--- config.mk ---
export PLATFORM = sky130hd
export DESIGN_NAME = linefill_seq
export DESIGN_NICKNAME = d
export VERILOG_FILES = /design/src/rtl/lf_pkg.sv /design/src/rtl/lf_ctrl.sv /design/src/rtl/lf_order.sv /design/src/rtl/lf_track.sv /design/src/rtl/linefill_seq.sv
export SDC_FILE = /design/constraint.sdc
export NUM_CORES = 1
export LEC_CHECK = 0
export CAP_MARGIN = 20
export CORE_AREA = 2 2 135 137
export CTS_BUF_LIST = sky130_fd_sc_hd__clkbuf_8 sky130_fd_sc_hd__clkbuf_16
export CTS_CLUSTER_DIAMETER = 120
export DETAILED_ROUTE_END_ITERATION = 12
export DIE_AREA = 0 0 137 139
export PLACE_DENSITY = 0.62
export SLEW_MARGIN = 20
export SYNTH_ARGS = -nofsm -noshare
export SYNTH_HDL_FRONTEND = slang
export SYNTH_HIERARCHICAL = 1
export SYNTH_SLANG_ARGS = --single-unit
--- constraint.sdc ---
create_clock -name clk -period 1.5 [get_ports clk]
set_input_delay 0.225 -clock clk [delete_from_list [all_inputs] [get_ports clk]]
set_output_delay 0.225 -clock clk [all_outputs]
set_load 0.02 [all_outputs]
--- src/rtl/lf_pkg.sv ---
package lf_pkg;

    typedef enum logic [1:0] {
        FS_IDLE = 2'd0,
        FS_REQ  = 2'd1,
        FS_DATA = 2'd2
    } fill_state_e;

    // Slot reached after stepping forward from a start slot, wrapping at the line end
    function automatic int unsigned wrap_slot(input int unsigned first,
                                              input int unsigned step,
                                              input int unsigned beats);
        return (first + step) % beats;
    endfunction

endpackage

--- src/rtl/lf_ctrl.sv ---
module lf_ctrl
    import lf_pkg::*;
#(
    parameter int BEATS = 4,
    localparam int CNT_W = (BEATS > 1) ? $clog2(BEATS) : 1
) (
    input  logic             clk,
    input  logic             rst,
    input  logic             start_req,
    input  logic             mem_ready,
    input  logic             rsp_valid,
    output logic             idle,
    output logic             accept,
    output logic             issuing,
    output logic             beat_we,
    output logic [CNT_W-1:0] beat_idx,
    output logic             first_beat,
    output logic             last_beat,
    output logic             done_pulse
);
    fill_state_e      state_q;
    logic [CNT_W-1:0] beat_q;
    logic             done_q;

    assign idle       = (state_q == FS_IDLE);
    assign accept     = idle && start_req;
    assign issuing    = (state_q == FS_REQ);
    assign beat_we    = (state_q == FS_DATA) && rsp_valid;
    assign beat_idx   = beat_q;
    assign first_beat = beat_we && (beat_q == '0);
    assign last_beat  = beat_we && (beat_q == CNT_W'(BEATS - 1));
    assign done_pulse = done_q;

    always_ff @(posedge clk) begin
        if (rst) begin
            state_q <= FS_IDLE;
            beat_q  <= '0;
            done_q  <= 1'b0;
        end else begin
            done_q <= last_beat;
            case (state_q)
                FS_IDLE: begin
                    if (start_req) begin
                        state_q <= FS_REQ;
                        beat_q  <= '0;
                    end
                end
                FS_REQ: begin
                    if (mem_ready) state_q <= FS_DATA;
                end
                FS_DATA: begin
                    if (rsp_valid) begin
                        if (beat_q == CNT_W'(BEATS - 1)) begin
                            state_q <= FS_IDLE;
                            beat_q  <= '0;
                        end else begin
                            beat_q <= beat_q + 1'b1;
                        end
                    end
                end
                default: state_q <= FS_IDLE;
            endcase
        end
    end
endmodule

--- src/rtl/lf_order.sv ---
module lf_order
    import lf_pkg::*;
#(
    parameter int BEATS = 4,
    localparam int SLOT_W = (BEATS > 1) ? $clog2(BEATS) : 1
) (
    input  logic [SLOT_W-1:0] first_slot,
    input  logic [SLOT_W-1:0] step,
    output logic [SLOT_W-1:0] slot
);
    generate
        if ((BEATS & (BEATS - 1)) == 0) begin : g_pow2
            // Power-of-two line: the adder wraps by itself
            assign slot = first_slot + step;
        end else begin : g_mod
            always_comb begin
                slot = SLOT_W'(wrap_slot(int'(first_slot), int'(step), BEATS));
            end
        end
    endgenerate
endmodule

--- src/rtl/lf_track.sv ---
module lf_track #(
    parameter int BEATS = 4,
    localparam int SLOT_W = (BEATS > 1) ? $clog2(BEATS) : 1
) (
    input  logic              clk,
    input  logic              rst,
    input  logic              clear,
    input  logic              mark,
    input  logic [SLOT_W-1:0] mark_slot,
    input  logic [SLOT_W-1:0] query_slot,
    output logic              query_present
);
    logic [BEATS-1:0] present_q;

    generate
        for (genvar s = 0; s < BEATS; s++) begin : g_slot
            always_ff @(posedge clk) begin
                if (rst || clear) begin
                    present_q[s] <= 1'b0;
                end else if (mark && (mark_slot == SLOT_W'(s))) begin
                    present_q[s] <= 1'b1;
                end
            end
        end
    endgenerate

    assign query_present = present_q[query_slot];
endmodule

--- src/rtl/linefill_seq.sv ---
module linefill_seq
    import lf_pkg::*;
#(
    parameter int ADDR_W      = 32,
    parameter int LINE_BYTES  = 32,
    parameter int BEAT_BYTES  = 8,
    parameter int SET_W       = 8,
    parameter int WAY_W       = 2,
    localparam int BEATS      = LINE_BYTES / BEAT_BYTES,
    localparam int DATA_W     = BEAT_BYTES * 8,
    localparam int SLOT_W     = (BEATS > 1) ? $clog2(BEATS) : 1,
    localparam int BOFF_W     = $clog2(BEAT_BYTES),
    localparam int LOFF_W     = $clog2(LINE_BYTES),
    localparam int TAG_W      = ADDR_W - LOFF_W - SET_W
) (
    input  logic              clk,
    input  logic              rst,
    input  logic              req_valid,
    output logic              req_ready,
    input  logic [ADDR_W-1:0] req_addr,
    input  logic [WAY_W-1:0]  req_way,
    output logic              mem_req_valid,
    input  logic              mem_req_ready,
    output logic [ADDR_W-1:0] mem_req_addr,
    input  logic              mem_rsp_valid,
    input  logic [DATA_W-1:0] mem_rsp_data,
    output logic              arr_we,
    output logic [WAY_W-1:0]  arr_way,
    output logic [SET_W-1:0]  arr_set,
    output logic [SLOT_W-1:0] arr_slot,
    output logic [DATA_W-1:0] arr_wdata,
    output logic              early_valid,
    output logic [DATA_W-1:0] early_data,
    output logic              busy,
    output logic              fill_done,
    output logic [TAG_W-1:0]  done_tag,
    output logic [SET_W-1:0]  done_set,
    output logic [WAY_W-1:0]  done_way,
    input  logic              lookup_valid,
    input  logic [ADDR_W-1:0] lookup_addr,
    output logic              lookup_stall
);
    typedef struct packed {
        logic [TAG_W-1:0]  tag;
        logic [SET_W-1:0]  set;
        logic [SLOT_W-1:0] start;
        logic [WAY_W-1:0]  way;
    } line_info_t;

    line_info_t       line_q;
    logic             idle, accept, issuing, beat_we, first_beat, last_beat, done_pulse;
    logic [SLOT_W-1:0] beat_idx;
    logic [SLOT_W-1:0] cur_slot;
    logic [TAG_W-1:0]  lk_tag;
    logic [SET_W-1:0]  lk_set;
    logic [SLOT_W-1:0] lk_slot;
    logic              lk_present;
    logic              lk_same_line;

    lf_ctrl #(.BEATS(BEATS)) u_ctrl (
        .clk        (clk),
        .rst        (rst),
        .start_req  (req_valid),
        .mem_ready  (mem_req_ready),
        .rsp_valid  (mem_rsp_valid),
        .idle       (idle),
        .accept     (accept),
        .issuing    (issuing),
        .beat_we    (beat_we),
        .beat_idx   (beat_idx),
        .first_beat (first_beat),
        .last_beat  (last_beat),
        .done_pulse (done_pulse)
    );

    lf_order #(.BEATS(BEATS)) u_order (
        .first_slot (line_q.start),
        .step       (beat_idx),
        .slot       (cur_slot)
    );

    lf_track #(.BEATS(BEATS)) u_track (
        .clk           (clk),
        .rst           (rst),
        .clear         (accept),
        .mark          (beat_we),
        .mark_slot     (cur_slot),
        .query_slot    (lk_slot),
        .query_present (lk_present)
    );

    // Capture the missed line on acceptance
    always_ff @(posedge clk) begin
        if (rst) begin
            line_q <= '0;
        end else if (accept) begin
            line_q.tag   <= req_addr[ADDR_W-1:LOFF_W+SET_W];
            line_q.set   <= req_addr[LOFF_W+SET_W-1:LOFF_W];
            line_q.start <= req_addr[LOFF_W-1:BOFF_W];
            line_q.way   <= req_way;
        end
    end

    assign req_ready     = idle;
    assign busy          = !idle;
    assign mem_req_valid = issuing;
    assign mem_req_addr  = {line_q.tag, line_q.set, line_q.start, {BOFF_W{1'b0}}};

    assign arr_we    = beat_we;
    assign arr_way   = line_q.way;
    assign arr_set   = line_q.set;
    assign arr_slot  = cur_slot;
    assign arr_wdata = mem_rsp_data;

    assign early_valid = first_beat;
    assign early_data  = mem_rsp_data;

    assign fill_done = done_pulse;
    assign done_tag  = line_q.tag;
    assign done_set  = line_q.set;
    assign done_way  = line_q.way;

    assign lk_tag       = lookup_addr[ADDR_W-1:LOFF_W+SET_W];
    assign lk_set       = lookup_addr[LOFF_W+SET_W-1:LOFF_W];
    assign lk_slot      = lookup_addr[LOFF_W-1:BOFF_W];
    assign lk_same_line = (lk_tag == line_q.tag) && (lk_set == line_q.set);
    assign lookup_stall = lookup_valid && busy && lk_same_line && !lk_present;

endmodule

==> reports/results.ini, run 1 <==
[synthesis]
synth-adder-area-share_pct=1.20
syn_avg_cell_area_sq_um=8.85
yosysWarnings=6
synth-xor-area-share_pct=8.30
ys_seq_elements=40
synthCells=354
synth_compound_area_share_pct=1.80
synthSimpleGateAreaFrac_pct=10.1
synth_top_family_by_area=buffers and inverters
synthesis.area_sq_mm=0.00313
synth.distinct_cells=33
synthMuxAreaShare_pct=11.3
ys_seq_area_share_pct=25.5

[pwr]
irDropWorstVdd_mv=0.335
power.leakage_nw=2.03
power.total_mw=3.48
p_per_area_mw_per_mm2=842

[setup_path]
worstSetupStartpointType=input pin
arrival_ns=1.96
cp_max_fo=1
path_class=in -> out
end_kind=output port
worstPathCellList=clkdlybuf4s50_1, mux4_2, nor4b_2, nand3_1, nor4_4, buf_4
slowest_delay_ns=0.51
crit_slowest_cell=mux4_2
r2r_start=u_ctrl/state_q[0]
crit_path_start=lookup_addr[3]
worstPathRequired_ns=1.27

[detailed_routing]
first_iter_violations=45
viasPerCell=3.58
vias=2168
routedWlPerCell_um=14.3
drc=0
wl_um=8640
drtAntennaViolNets=0
firstDrtPassIters=4

[grt]
use_met1_pct=9.32
busiest_layer=met2
use_met2_pct=14.6
grt_overflow_total=0
met3_usage_pct=3.62
grt_pass1_vias=2254
antenna_found_initial=0
grt_pass1_wl_um=12600
track_usage_pct=8.89
grt_max_degree=22

[clocking]
clockBufferDepth=2
cts-root-buf=clkbuf_16
clk_latency_ns=0.29
cts_tree=done
clkTransAtPathRegs_ns=0.06
cts-buffers-inserted=5
cts_sinks=40
cts_htree_levels=2

[finish]
finalNetCount=515
layout.cells.non_filler=606
fill_cells=1940
diodes=0
drive_gt1_share_pct=24.9
seq_area_sq_um=825
multiInputGateArea_sq_mm=0.00109
area_growth_pct=32.1

[sta]
fmax_mhz=458
drv_slew=0
timing.final.ws_setup_ns=-0.685
rsz0062_at_grt=true
clock_skew_ns=0.00554
setup_viol=1
whs_ns=0.347
hold_viol=0
timing.final.crit_share_pct=146
fin_tns_setup_ns=-0.685
finalCriticalPeriod_ns=2.18

[placement]
io_buffers=142
place_hpwl_um=6510
dpl.cell_count=594
place_congestion=0.754

[hold_path]
hold_path.class=in -> reg
hold_start=rst

[floorplanning]
die_w_um=137
fp.coreArea_sq_mm=0.0177
rows=49
die-height_um=139
dieArea_sq_mm=0.0190
io_pins=344
initial_utilization_pct=17.8

[outcome]
violations=negative setup slack
status=finished with violations

[run]
cap_violations=0

-- registers in the layout, summed over array words and instances, names as in the netlist --
name / cells
arr_set: 8
arr_way: 2
done_tag: 19
mem_req_addr: 2
u_ctrl/beat_idx: 2
u_ctrl/done_pulse: 1
u_ctrl/state_q: 2
u_track/present_q: 4
-- cells by family (layout without fill, tap and decap cells) --
| logic type | count (synthesis) | in the layout |
|---|---|---|
| buffers and inverters | 179 | 200 |
| XOR/XNOR | 28 | 28 |
| other | 1 | 3 |
| multiplexers | 34 | 34 |
| adder cells (fa/ha/maj) | 3 | 3 |
| AND/OR/NAND/NOR | 60 | 60 |
| flip-flops | 40 | 40 |
| AO/OA/AOI/OAI | 9 | 9 |
-- cell usage in the layout, fill, tap and decap left out, drive strengths merged --
cell           netlist  layout
a21oi                2       2
a22oi                1       1
a31oi                1       1
and2                 2       2
and2b                2       2
and3                 2       2
and3b                2       2
buf                171      51
bufinv               0       1
clkbuf               4       7
clkdlybuf4s15        0       2
clkdlybuf4s50        0      64
clkinv               0       1
conb                 1       3
dfxtp               40      40
dlygate4sd2          0      65
dlymetal6s2s         0       4
ha                   3       3
inv                  4       5
mux2i               33      33
mux4                 1       1
nand2                1       1
nand3                1       1
nand4                3       3
nand4b               2       2
nor2                35      35
nor2b                1       1
nor3                 2       2
nor3b                1       1
nor4                 5       5
nor4b                1       1
o21a                 3       3
o21ai                2       2
xnor2               10      10
xor2                17      17
xor3                 1       1
-- power breakdown --
group	switching (mW)	leakage [nW]	internal, mW
Combinational	0.505	1.61	0.555
Clock	0.467	0.0850	0.777
Sequential	0.0466	0.335	1.13
Total	1.02	2.03	2.46
-- per-stage QoR --
step | util, % | area (sq um) | worst slack [ns]
final | 23.4 | 4140 | -0.685
after global routing | 23.4 | 4140 | -0.840
after CTS | 23.0 | 4070 | -0.770
after detailed placement | 22.3 | 3940 | -1.32
after global placement | 22.3 | 3940 | -1.33
after floorplan | - | 3200 | -0.0977
-- timing repair --
item | 4_1_cts | 5_1_grt
setup buffers | 0 | 2
pin swaps | 4 | 2
resized for setup | 105 | 17
gates cloned | 1 | 1
setup endpoints to repair | 74 | 17
hold buffers | 0 | 0
-- synthesized netlist by cell type --
library cell	count	area share [%]
buf_4	168	40
dfxtp_1	40	26
nor2_1	35	4.2
mux2i_1	33	11
xor2_1	17	4.8
xnor2_1	10	2.8
clkbuf_1	4	0.48
inv_1	4	0.48
nor4_1	4	0.80
buf_2	3	0.48
ha_1	3	1.2
nand4_1	3	0.60
o21a_1	3	0.72
a21oi_1	2	0.32
and2_1	2	0.40
and2b_1	2	0.48
and3b_1	2	0.56
nand4b_1	2	0.56
nor3_1	2	0.32
o21ai_0	2	0.32
a22oi_1	1	0.24
a31oi_1	1	0.20
and3_1	1	0.20
and3_4	1	0.36
conb_1	1	0.12
mux4_2	1	0.72
nand2_1	1	0.12
nand3_1	1	0.16
nor2b_4	1	0.44
nor3b_1	1	0.24
nor4_2	1	0.40
nor4b_1	1	0.28
xor3_1	1	0.76
-- metal layers --
layer / vias to the layer above / share of wire (%)
met4: 0 / 4.4
li1: 1008 / -
met2: 129 / 49
met3: 53 / 9.5
met5: - / 0
met1: 978 / 37
-- path summary, 6_finish.rpt --
kind	slack (ns)	depth (start not counted)	endpoint
max	-0.68	6	lookup_stall
max reg2reg	0.10	6	done_tag[8]
min reg2reg	0.48	1	u_track/present_q[2]
min	0.35	2	mem_req_addr[3]
-- final cells by class --
cell class / count / area share, %
timing repair buffer: 188 / 42.5
multi-input combinational: 137 / 26.4
sequential: 40 / 19.9
tap: 229 / 6.92
clock buffer: 5 / 3.02
clock inverter: 3 / 0.937
inverter: 4 / 0.363
-- critical path: cells and delay by family --
family | cells | cell delay (ns)
multiplexers | 1 | 0.51
buffers and inverters | 2 | 0.68
AND/OR/NAND/NOR | 3 | 0.56
Power figures use the tool's default switching activity.
==> inputs of run 2 (changes only) <==
--- a/config.mk
+++ b/config.mk
@@ -5,15 +5,14 @@
 export SDC_FILE = /design/constraint.sdc
 export NUM_CORES = 1
 export LEC_CHECK = 0
-export CAP_MARGIN = 20
-export CORE_AREA = 2 2 135 137
+export CAP_MARGIN = 15
+export CORE_AREA = 2 2 134 136
 export CTS_BUF_LIST = sky130_fd_sc_hd__clkbuf_8 sky130_fd_sc_hd__clkbuf_16
 export CTS_CLUSTER_DIAMETER = 120
 export DETAILED_ROUTE_END_ITERATION = 12
-export DIE_AREA = 0 0 137 139
+export DIE_AREA = 0 0 136 138
 export PLACE_DENSITY = 0.62
 export SLEW_MARGIN = 20
 export SYNTH_ARGS = -nofsm -noshare
 export SYNTH_HDL_FRONTEND = slang
-export SYNTH_HIERARCHICAL = 1
 export SYNTH_SLANG_ARGS = --single-unit
==> run 2 against run 1 <==
  * Clock power about the same
  * Critical endpoint unchanged
  * Fmax up 14%
  * The run still ends with negative setup slack left
  * Design area down 2.0%
  * Utilization down 0.31 points
  * Clock skew up 0.0012 ns
  * Worst setup slack better by 0.27 ns
  * Via count up 8.0%
  * Sequential power about the same
  * First-iteration DRC count up 6.7%
  * Flip-flop and latch count unchanged
==> reports/results.ini, run 2 <==
[setup_path]
crit_family=simple AND/OR/NAND/NOR gates
arrival_ns=1.69
worstSetupStartpointType=input pin
end_kind=output port
cp_max_fo=1
crit_path_start=lookup_addr[14]
path_buf_inv=2
slowest_delay_ns=0.42
worstPathCellList=clkdlybuf4s50_1, xor2_1, nor4_2, nand4_1, nor4_4, buf_4
r2r_start=u_ctrl.beat_idx[0]
worstPathRequired_ns=1.27
path_class=in -> out
crit_slowest_cell=clkdlybuf4s50_1

[floorplanning]
die_w_um=136
die-height_um=138
fp.coreArea_sq_mm=0.0175
dieArea_sq_mm=0.0188
rows=49
io_pins=344
initial_utilization_pct=17.6

[synthesis]
ys_seq_elements=40
synth_edf_count=0
ys.flop_type=dfxtp_1
synthesis.area_sq_mm=0.00309
yosysTopAreaCellShare_pct=41.1
ys_seq_area_share_pct=25.9
yosys.area.top_type=buf_4
syn_avg_cell_area_sq_um=7.94
synthArstFlopShare_pct=0
yosysMostFrequentCell=buf_4
ys_top_cells_by_count=169 x buf_4, 64 x nand2_1, 40 x dfxtp_1
yosysWarnings=0
synth.distinct_cells=27
synth_area_leaders=buf_4 41%, dfxtp_1 26%, nand2_1 7.8%
synthCells=389

[sta]
drv_slew=0
timing.final.ws_setup_ns=-0.411
hold_viol=0
setup_viol=2
finalCriticalPeriod_ns=1.91
rsz0062_at_grt=true
timing.final.crit_share_pct=127
clock_skew_ns=0.00670
fin_tns_setup_ns=-0.520
fmax_mhz=523

[placement]
io_buffers=142
place_congestion=0.734
place_hpwl_um=7350

[detailed_routing]
first_iter_violations=48
vias=2341
viasPerCell=3.64
routedWlPerCell_um=14.3
drc=0
drtAntennaViolNets=0
wl_um=9210
firstDrtPassIters=4

[clocking]
cts-root-buf=clkbuf_16
cts_sinks=40
hold_buffers=0
clkTransAtPathRegs_ns=0.06
clockBufferDepth=2
clk_latency_ns=0.29
cts_tree=done
cts_htree_levels=2
cts-buffers-inserted=5

[grt]
grt_max_degree=19
grt_overflow_total=0
grt_pass1_wl_um=13000
antenna_found_initial=0
grt_pass1_vias=2254
track_usage_pct=9.55

[pwr]
power.leakage_nw=1.90
p_per_area_mw_per_mm2=851
power.total_mw=3.45
irDropWorstVdd_mv=0.483

[finish]
mostFrequentLayoutCell=dlygate4sd2_1
drive_gt1_share_pct=22.7
largest_reg_flops=19
layout_common_cells=68 x dlygate4sd2_1, 65 x clkdlybuf4s50_1, 63 x nand2_1
finalNetCount=552
area_growth_pct=31.3
diodes=0
fin_util_pct=23.1

[run]
cap_violations=0

[outcome]
status=finished with violations
violations=negative setup slack

[hold_path]
hold_path.class=in -> reg
hold_start=rst

run 2: final timing paths:
path         cells after the start  slack [ns]                   end
max                              6       -0.41          lookup_stall
min                              2        0.32     u_ctrl.state_q[1]
max reg2reg                      7        0.10  u_track.present_q[3]
min reg2reg                      2        0.47            arr_way[1]
run 2: metal layers:
layer | wire length (um) | up-vias | global-route usage [%]
met5 | 0 | - | 0
met4 | 352 | 0 | 5.76
met3 | 1050 | 48 | 4.25
met2 | 4420 | 176 | 15.7
met1 | 3380 | 1012 | 9.91
li1 | - | 1105 | -
run 2: where the power goes:
group	leakage (nW)	total (mW)	internal [mW]	switching, mW
registers	0.332	1.17	1.13	0.0458
clock network	0.0850	1.25	0.777	0.476
logic	1.49	1.03	0.508	0.518
total	1.90	3.45	2.41	1.04
run 2: repair_timing:
action                     in CTS  in global routing
buffers inserted                0                  2
gates cloned                    0                  0
pin swaps                       5                  6
setup endpoints to repair      74                  6
gates resized for setup       109                  8
run 2: stage by stage:
stage	hold slack [ns]	instance area, sq um	instances	setup WS (ns)
6_report	0.317	4060	643	-0.411
5_1_grt	0.328	4060	643	-0.498
3_5_place_dp	0.450	3920	634	-1.02
4_1_cts	0.315	4040	642	-0.466
3_3_place_gp	0.450	3920	634	-1.03
2_1_floorplan	0.353	3120	391	-0.00325
run 2: area by class of cell:
type,count,area (sq um)
clock buffers,5,125
clock inverters,3,38.8
fillers,1960,13500
inverters,5,18.8
multi-input cells,167,1010
flip-flops and latches,40,817
well taps,229,287
repair buffers,194,1760
run 2: kinds of logic (layout without fill, tap and decap cells):
family	after synthesis	in the layout	synth area share (%)
buffers and inverters	184	207	43.7
AO/OA/AOI/OAI	40	40	6.60
XOR/XNOR	29	29	8.22
adder cells (fa/ha/maj)	3	3	1.22
AND/OR/NAND/NOR	91	91	13.4
multiplexers	1	1	0.729
flip-flops	40	40	25.9
other	1	3	0.121
